==> config.mk <==
export PLATFORM = sky130hd
export DESIGN_NAME = dma_chan
export DESIGN_NICKNAME = d
export VERILOG_FILES = /design/src/rtl/dma_pkg.sv /design/src/rtl/dma_regs.sv /design/src/rtl/dma_seq.sv /design/src/rtl/dma_chan.sv
export SDC_FILE = /design/constraint.sdc
export NUM_CORES = 1
export LEC_CHECK = 0
export ABC_AREA = 0
export BUFFER_PORTS_ARGS = -buffer_cell sky130_fd_sc_hd__buf_2
export CAP_MARGIN = 10
export CORE_UTILIZATION = 30
export CTS_CLUSTER_SIZE = 14
export DETAILED_ROUTE_END_ITERATION = 6
export GPL_ROUTABILITY_DRIVEN = 0
export HOLD_SLACK_MARGIN = 0.12
export MAX_ROUTING_LAYER = met4
export PLACE_DENSITY = 0.51
export SETUP_SLACK_MARGIN = 0.2
export SYNTH_ARGS = -nofsm -noshare
export SYNTH_HDL_FRONTEND = slang
export SYNTH_SLANG_ARGS = --single-unit
==> constraint.sdc <==
create_clock -name clk -period 2.7 [get_ports clk]
set_input_delay 0.54 -clock clk [delete_from_list [all_inputs] [get_ports clk]]
set_output_delay 0.54 -clock clk [all_outputs]
set_load 0.05 [all_outputs]
==> src/rtl/dma_pkg.sv <==
package dma_pkg;
  localparam int unsigned WORD_W = 16;

  // register offsets
  localparam logic [2:0] OFS_CTRL  = 3'd0;
  localparam logic [2:0] OFS_NEXT  = 3'd1;
  localparam logic [2:0] OFS_READY = 3'd2;
  localparam logic [2:0] OFS_PAGE  = 3'd3;
  localparam logic [2:0] OFS_ADDR  = 3'd4;
  localparam logic [2:0] OFS_COUNT = 3'd5;
  localparam logic [2:0] OFS_IRQ   = 3'd6;

  // configuration bit positions
  localparam int unsigned BIT_EN   = 0;
  localparam int unsigned BIT_IE   = 2;
  localparam int unsigned BIT_DONE = 3;
  localparam int unsigned BIT_AUTO = 4;
  localparam int unsigned BIT_OWN  = 15;

  typedef enum logic [2:0] {
    ST_IDLE,
    ST_CFG,
    ST_WAIT,
    ST_LOAD,
    ST_FETCH,
    ST_PER,
    ST_WB
  } dma_state_t;
endpackage

==> src/rtl/dma_regs.sv <==
module dma_regs
  import dma_pkg::*;
#(
  parameter int unsigned ADDR_W = 16,
  parameter int unsigned PAGE_W = 8,
  parameter int unsigned CNT_W  = 16
) (
  input  logic              clk,
  input  logic              rst,
  input  logic              host_wr,
  input  logic [2:0]        host_addr,
  input  logic [15:0]       host_wdata,
  output logic [15:0]       host_rdata,
  input  logic              clr_en,
  input  logic              irq_set,
  input  logic [ADDR_W-1:0] ptr_i,
  input  logic [PAGE_W-1:0] page_i,
  input  logic [ADDR_W-1:0] addr_i,
  input  logic [CNT_W-1:0]  cnt_i,
  output logic [15:0]       ctrl,
  output logic              irq,
  output logic              wr_next,
  output logic              wr_ready,
  output logic              wr_page,
  output logic              wr_addr,
  output logic              wr_cnt
);
  logic auto_sel;

  assign auto_sel = ctrl[BIT_AUTO];
  assign wr_next  = host_wr && host_addr == OFS_NEXT;
  assign wr_ready = host_wr && host_addr == OFS_READY;
  // start registers accept host writes only in circular mode
  assign wr_page  = host_wr && host_addr == OFS_PAGE  && auto_sel;
  assign wr_addr  = host_wr && host_addr == OFS_ADDR  && auto_sel;
  assign wr_cnt   = host_wr && host_addr == OFS_COUNT && auto_sel;

  always_ff @(posedge clk) begin
    if (rst) begin
      ctrl <= '0;
    end else if (host_wr && host_addr == OFS_CTRL) begin
      ctrl <= host_wdata;
    end else if (clr_en) begin
      ctrl[BIT_EN] <= 1'b0;
    end
  end

  // a set from the engine wins over a simultaneous clear
  always_ff @(posedge clk) begin
    if (rst) begin
      irq <= 1'b0;
    end else if (irq_set) begin
      irq <= 1'b1;
    end else if (host_wr && host_addr == OFS_IRQ && host_wdata == 16'h0001) begin
      irq <= 1'b0;
    end
  end

  always_ff @(posedge clk) begin
    if (rst) begin
      host_rdata <= '0;
    end else begin
      unique case (host_addr)
        OFS_CTRL:  host_rdata <= ctrl;
        OFS_NEXT:  host_rdata <= 16'(ptr_i);
        OFS_PAGE:  host_rdata <= 16'(page_i);
        OFS_ADDR:  host_rdata <= 16'(addr_i);
        OFS_COUNT: host_rdata <= 16'(cnt_i);
        OFS_IRQ:   host_rdata <= {15'd0, irq};
        default:   host_rdata <= '0;
      endcase
    end
  end
endmodule

==> src/rtl/dma_seq.sv <==
module dma_seq
  import dma_pkg::*;
#(
  parameter int unsigned ADDR_W = 16,
  parameter int unsigned PAGE_W = 8,
  parameter int unsigned CNT_W  = 16,
  parameter int unsigned PER_W  = 8
) (
  input  logic              clk,
  input  logic              rst,
  input  logic              en,
  input  logic              auto_mode,
  input  logic              auto_ie,
  input  logic              wr_next,
  input  logic              wr_ready,
  input  logic              wr_page,
  input  logic              wr_addr,
  input  logic              wr_cnt,
  input  logic [ADDR_W-1:0] next_wdata,
  input  logic [PAGE_W-1:0] page_wdata,
  input  logic [ADDR_W-1:0] addr_wdata,
  input  logic [CNT_W-1:0]  cnt_wdata,
  output logic              mem_req,
  output logic              mem_we,
  output logic [PAGE_W-1:0] mem_page,
  output logic [ADDR_W-1:0] mem_addr,
  output logic [15:0]       mem_wdata,
  input  logic [15:0]       mem_rdata,
  input  logic              mem_ready,
  input  logic              per_req,
  output logic              per_ack,
  output logic [PER_W-1:0]  per_data,
  output logic              clr_en,
  output logic              irq_set,
  output logic [ADDR_W-1:0] ptr_o,
  output logic [PAGE_W-1:0] page_o,
  output logic [ADDR_W-1:0] addr_o,
  output logic [CNT_W-1:0]  cnt_o
);
  localparam logic [2:0] LAST_IDX = 3'd4;

  dma_state_t        state;
  logic [ADDR_W-1:0] head;
  logic [ADDR_W-1:0] nxt;
  logic [15:0]       dcfg;
  logic [PAGE_W-1:0] page_r;
  logic [ADDR_W-1:0] saddr;
  logic [CNT_W-1:0]  scnt;
  logic [ADDR_W-1:0] caddr;
  logic [CNT_W-1:0]  left;
  logic [CNT_W-1:0]  done_n;
  logic [2:0]        idx;
  logic [PER_W-1:0]  word;
  logic [CNT_W-1:0]  half_pt;
  logic              last_xfer;
  logic              take;

  assign ptr_o  = head;
  assign page_o = page_r;
  assign addr_o = saddr;
  assign cnt_o  = scnt;

  // half-way transfer number: count minus floor(count/2)
  assign half_pt   = scnt - (scnt >> 1);
  assign last_xfer = left == CNT_W'(1);
  assign take      = en && state == ST_PER && per_req;

  always_comb begin
    mem_req   = en && (state == ST_CFG || state == ST_LOAD ||
                       state == ST_FETCH || state == ST_WB);
    mem_we    = state == ST_WB;
    mem_page  = (state == ST_FETCH) ? page_r : '0;
    mem_wdata = dcfg;
    mem_wdata[BIT_OWN]  = 1'b0;
    mem_wdata[BIT_DONE] = 1'b1;
    unique case (state)
      ST_LOAD:  mem_addr = head + ADDR_W'(idx);
      ST_FETCH: mem_addr = caddr;
      default:  mem_addr = head;
    endcase
  end

  always_comb begin
    clr_en  = en && state == ST_CFG && mem_ready && mem_rdata == '0;
    irq_set = (take && auto_mode && auto_ie &&
               ((done_n + CNT_W'(1)) == half_pt || last_xfer)) ||
              (en && state == ST_WB && mem_ready && dcfg[BIT_IE]);
  end

  always_ff @(posedge clk) begin
    if (rst) begin
      state    <= ST_IDLE;
      head     <= '0;
      nxt      <= '0;
      dcfg     <= '0;
      page_r   <= '0;
      saddr    <= '0;
      scnt     <= '0;
      caddr    <= '0;
      left     <= '0;
      done_n   <= '0;
      idx      <= '0;
      word     <= '0;
      per_ack  <= 1'b0;
      per_data <= '0;
    end else begin
      per_ack <= 1'b0;
      if (wr_next) head   <= next_wdata;
      if (wr_page) page_r <= page_wdata;
      if (wr_addr) saddr  <= addr_wdata;
      if (wr_cnt)  scnt   <= cnt_wdata;
      if (!en) begin
        state <= ST_IDLE;
      end else begin
        unique case (state)
          ST_IDLE: begin
            if (!auto_mode) begin
              state <= ST_CFG;
            end else if (scnt != '0) begin
              caddr  <= saddr;
              left   <= scnt;
              done_n <= '0;
              state  <= ST_FETCH;
            end
          end
          ST_CFG: begin
            if (mem_ready) begin
              if (mem_rdata == '0) begin
                state <= ST_IDLE;
              end else if (!mem_rdata[BIT_OWN]) begin
                state <= ST_WAIT;
              end else begin
                dcfg  <= mem_rdata;
                idx   <= 3'd1;
                state <= ST_LOAD;
              end
            end
          end
          ST_WAIT: begin
            if (wr_ready) state <= ST_CFG;
          end
          ST_LOAD: begin
            if (mem_ready) begin
              unique case (idx)
                3'd1:    page_r <= mem_rdata[PAGE_W-1:0];
                3'd2:    saddr  <= mem_rdata[ADDR_W-1:0];
                3'd3:    scnt   <= mem_rdata[CNT_W-1:0];
                default: nxt    <= mem_rdata[ADDR_W-1:0];
              endcase
              idx <= idx + 3'd1;
              if (idx == LAST_IDX) begin
                caddr  <= saddr;
                left   <= scnt;
                done_n <= '0;
                state  <= (scnt == '0) ? ST_WB : ST_FETCH;
              end
            end
          end
          ST_FETCH: begin
            if (mem_ready) begin
              word  <= mem_rdata[PER_W-1:0];
              state <= ST_PER;
            end
          end
          ST_PER: begin
            if (per_req) begin
              per_ack  <= 1'b1;
              per_data <= word;
              if (last_xfer) begin
                if (auto_mode) begin
                  caddr  <= saddr;
                  left   <= scnt;
                  done_n <= '0;
                  state  <= ST_FETCH;
                end else begin
                  state <= ST_WB;
                end
              end else begin
                caddr  <= caddr + ADDR_W'(1);
                left   <= left - CNT_W'(1);
                done_n <= done_n + CNT_W'(1);
                state  <= ST_FETCH;
              end
            end
          end
          ST_WB: begin
            if (mem_ready) begin
              head  <= nxt;
              state <= ST_CFG;
            end
          end
          default: state <= ST_IDLE;
        endcase
      end
    end
  end
endmodule

==> src/rtl/dma_chan.sv <==
module dma_chan
  import dma_pkg::*;
#(
  parameter int unsigned ADDR_W = 16,
  parameter int unsigned PAGE_W = 8,
  parameter int unsigned CNT_W  = 16,
  parameter int unsigned PER_W  = 8
) (
  input  logic              clk,
  input  logic              rst,
  input  logic              host_wr,
  input  logic [2:0]        host_addr,
  input  logic [15:0]       host_wdata,
  output logic [15:0]       host_rdata,
  output logic              mem_req,
  output logic              mem_we,
  output logic [PAGE_W-1:0] mem_page,
  output logic [ADDR_W-1:0] mem_addr,
  output logic [15:0]       mem_wdata,
  input  logic [15:0]       mem_rdata,
  input  logic              mem_ready,
  input  logic              per_req,
  output logic              per_ack,
  output logic [PER_W-1:0]  per_data,
  output logic              irq
);
  logic [15:0]       ctrl;
  logic              clr_en;
  logic              irq_set;
  logic              wr_next, wr_ready, wr_page, wr_addr, wr_cnt;
  logic [ADDR_W-1:0] ptr_v;
  logic [PAGE_W-1:0] page_v;
  logic [ADDR_W-1:0] addr_v;
  logic [CNT_W-1:0]  cnt_v;

  dma_regs #(.ADDR_W(ADDR_W), .PAGE_W(PAGE_W), .CNT_W(CNT_W)) i_regs (
    .clk(clk), .rst(rst),
    .host_wr(host_wr), .host_addr(host_addr), .host_wdata(host_wdata),
    .host_rdata(host_rdata),
    .clr_en(clr_en), .irq_set(irq_set),
    .ptr_i(ptr_v), .page_i(page_v), .addr_i(addr_v), .cnt_i(cnt_v),
    .ctrl(ctrl), .irq(irq),
    .wr_next(wr_next), .wr_ready(wr_ready), .wr_page(wr_page),
    .wr_addr(wr_addr), .wr_cnt(wr_cnt)
  );

  dma_seq #(.ADDR_W(ADDR_W), .PAGE_W(PAGE_W), .CNT_W(CNT_W), .PER_W(PER_W)) i_seq (
    .clk(clk), .rst(rst),
    .en(ctrl[BIT_EN]), .auto_mode(ctrl[BIT_AUTO]), .auto_ie(ctrl[BIT_IE]),
    .wr_next(wr_next), .wr_ready(wr_ready), .wr_page(wr_page),
    .wr_addr(wr_addr), .wr_cnt(wr_cnt),
    .next_wdata(host_wdata[ADDR_W-1:0]), .page_wdata(host_wdata[PAGE_W-1:0]),
    .addr_wdata(host_wdata[ADDR_W-1:0]), .cnt_wdata(host_wdata[CNT_W-1:0]),
    .mem_req(mem_req), .mem_we(mem_we), .mem_page(mem_page),
    .mem_addr(mem_addr), .mem_wdata(mem_wdata),
    .mem_rdata(mem_rdata), .mem_ready(mem_ready),
    .per_req(per_req), .per_ack(per_ack), .per_data(per_data),
    .clr_en(clr_en), .irq_set(irq_set),
    .ptr_o(ptr_v), .page_o(page_v), .addr_o(addr_v), .cnt_o(cnt_v)
  );
endmodule

==> results.json <==
{
  "cp_num_buf_inv": 2,
  "fin_nets": 1581,
  "synth_xor_area_share_pct": 3.217,
  "placed_cells": 1931,
  "finalSetupViolCount": 13,
  "clkTransAtPathRegs_ns": 0.08,
  "instances_no_fill": 1977,
  "synth_fa_ha_area_share_pct": 4.503,
  "io_pins": 108,
  "final_util_pct": 38.14,
  "crit_chain": "buf_4, fa_2, a21o_4, nand2_2, nor2_1, and3_1, nor3b_1, a221o_1, buf_6",
  "hold_violations": 0,
  "synth.distinct_cells": 70,
  "worstSetupEndpointType": "primary output",
  "post-route-min-period_ns": 2.994,
  "wl_per_cell_um": 20.12,
  "io_buffers": 105,
  "synth_ff_type": "dfxtp_1",
  "critPathLaunchType": "flop",
  "netlist_instances": 1359,
  "hp-start": "host_wdata[12]",
  "drv_slew": 0,
  "min_path_cells": 3,
  "fin_skew_ns": 0.01597,
  "power_mw": 5.711,
  "worstReg2RegStart": "i_seq.cnt_o[5]$_SDFF_PP0_",
  "die-area_um2": 37070,
  "arrival_ns": 2.45,
  "worst_pin_slew_ns": 0.7127,
  "coreArea_um2": 35660,
  "drc": 2,
  "synth_mux_area_share_pct": 10.18,
  "slowest_delay_ns": 0.41,
  "ys_seq_area_share_pct": 34.92,
  "ir_drop_v": 0.0003665,
  "dr_total_vias": 10670,
  "criticalPathCategory": "reg -> out",
  "cts_root_buf": "clkbuf_16",
  "synth-edff-count": 0,
  "grt_pass1_wl_um": 60800,
  "violations": "DRC, setup timing",
  "avgSynthCellArea_um2": 8.014,
  "ys_top_cells_by_area": "dfxtp_1, mux2i_1, nor2_1",
  "hp-class": "in -> reg",
  "fp.dieW_um": 192.5,
  "cts_htree_levels": 4,
  "power_density_nw_per_um2": 420.0,
  "netlist_area_um2": 10890,
  "r2r_slack_ns": 0.20,
  "path_max_fanout": 4,
  "grt_util_all_layers_pct": 22.35,
  "diodes": 0,
  "cap_violations": 0,
  "synth_seq_cells": 190,
  "rows": 69,
  "grt_max_degree": 128,
  "antenna_found_initial": 0,
  "numCtsBuffers": 17,
  "dr.pass1.iters": 7,
  "crit_cells": 9,
  "finalCritPeriodShare_pct": 110.9,
  "drt_wl_total_um": 39770,
  "hpwl_um": 29030,
  "cts_tree": "built",
  "synthArstFlopShare_pct": 0,
  "initial_core_util_pct": 30.55,
  "grt_pass1_vias": 10190,
  "max_slew_margin_pct": 52.49,
  "clk_latency_ns": 0.45,
  "postLayoutSetupSlackWorst_ns": -0.2941,
  "cp.required_ns": 2.16,
  "reg2reg_depth": 10,
  "yosys.area.top_type": "dfxtp_1",
  "drive_gt1_share_pct": 22.36,
  "first_iter_violations": 822,
  "syn_nets": 1437,
  "synth-compound-area-share_pct": 18.86,
  "holdPathEnd": "i_regs.ctrl[12]$_SDFFE_PP0P_",
  "cts_buffer_depth": 2,
  "rsz0062_at_grt": "true",
  "yosysTopAreaCellShare_pct": 34.92,
  "slowest_stage": "fa_2",
  "status": "finished, violations left",
  "max_freq_mhz": 334.0,
  "cp_top_family": "compound AO/OA/AOI/OAI gates",
  "die_height_um": 192.5,
  "r2r-end": "i_regs.irq$_SDFFE_PP0P_",
  "synth_top_family_by_area": "simple AND/OR/NAND/NOR gates",
  "synth_simple_gate_area_share_pct": 23.57,
  "postRouteAntennaNets": 0,
  "routed_via_density": 5.397,
  "syn_to_final_growth_pct": 24.85,
  "power.leakage_nw": 5.176,
  "ys_warn_count": 0,
  "cts_sinks": 190,
  "overflow": 0
}
==> power by group <==
part	internal, mW	switching [mW]	total [mW]
registers	2.81	0.0124	2.82
clock network	1.24	1.29	2.53
logic	0.114	0.245	0.359
total	4.16	1.55	5.71
==> cells in the mapped netlist, drive strengths merged (3+ instances only) <==
cell type	n
a21oi	126
nand4	19
ha	36
buf	32
a21o	5
mux2	4
xnor2	35
o21ai	62
or3	7
nand2	166
o311ai	5
a22o	3
nand2b	16
or4	5
o31ai	7
and4	3
nor3b	14
and3	24
nor4	16
or2	3
clkbuf	55
nor2	180
o22ai	7
dfxtp	190
o211ai	6
nand3	32
a31oi	8
a22oi	8
a211oi	71
a221oi	3
a221o	7
nand3b	4
mux4	13
nor2b	20
mux2i	77
inv	35
xor2	5
and2	4
nor3	25
==> kinds of logic after synthesis <==
| family | count (synthesis) |
|---|---|
| AO/OA/AOI/OAI | 331 |
| XOR/XNOR | 40 |
| adder cells (fa/ha/maj) | 38 |
| buffers and inverters | 122 |
| flip-flops | 190 |
| multiplexers | 94 |
| other | 2 |
| AND/OR/NAND/NOR | 542 |
==> layout make-up <==
cell class	instances	area, µm²
Fill cell	3700	22060
Multi-Input combinational cell	1047	6912
Sequential cell	190	3825
Timing Repair Buffer	212	1584
Tap cell	461	576.8
Clock buffer	18	429.2
Clock inverter	14	140.1
Inverter	35	131.4
==> registers in the layout (all words and copies together) (netlist names), 14 cells and up <==
name               flops
i_regs.ctrl           16
i_regs.host_rdata     16
i_seq.addr_o          16
i_seq.caddr           16
i_seq.cnt_o           16
i_seq.done_n          16
i_seq.left            16
i_seq.nxt             16
i_seq.ptr_o           16
i_seq.dcfg            14
==> cells in the final DEF, fill, tap and decap left out, types with 34 or more instances in the layout <==
master,instances
buf_2,88
buf_4,93
nand2_1,161
o21ai_0,57
mux2i_1,77
dfxtp_1,179
inv_1,34
nor2_1,174
a211oi_1,71
a21oi_1,125
==> worst max path at each step <==
| stage | start | endpoint | slack, ns |
|---|---|---|---|
| floorplan | i_seq.state[2]$_SDFFE_PP0P_ | mem_addr[9] | -0.20 |
| global placement | host_wdata[2] | i_regs.irq$_SDFFE_PP0P_ | 0.05 |
| detailed placement | i_seq.cnt_o[5]$_SDFF_PP0_ | i_regs.irq$_SDFFE_PP0P_ | 0.06 |
| CTS | i_seq.ptr_o[1]$_SDFF_PP0_ | mem_addr[12] | -0.30 |
| global route | i_seq.ptr_o[1]$_SDFF_PP0_ | mem_addr[12] | -0.35 |
| finish | i_seq.ptr_o[1]$_SDFF_PP0_ | mem_addr[12] | -0.29 |
==> per-layer routing <==
metal	vias to the layer above	wire length (µm)	global-route usage (%)
met5	-	0	-
met4	0	1254	8.177
met3	67	2000	2.910
met2	322	18410	34.80
met1	5146	18100	29.50
li1	5135	-	-
==> per-stage QoR <==
step	setup WS, ns	area, µm²	hold slack [ns]	TNS [ns]
floorplan	-0.2004	10970	0.4322	-0.6858
global placement	0.05194	12510	0.4408	0
detailed placement	0.06254	12510	0.4462	0
CTS	-0.2985	13370	0.3598	-2.597
global route	-0.3538	13600	0.3829	-3.350
finish	-0.2941	13600	0.3778	-2.537
==> timing repair <==
item	in CTS	in global routing
hold buffers	0	0
resized for setup	66	41
setup endpoints to repair	17	61
pin swaps	20	20
gates cloned	0	1
buffers inserted	8	5
==> tightest hold or removal path, cell delays in order <==
cell and delay (ns):
buf_2 0.13, nand2_1 0.06, a21oi_1 0.05
Power figures use the tool's default switching activity.
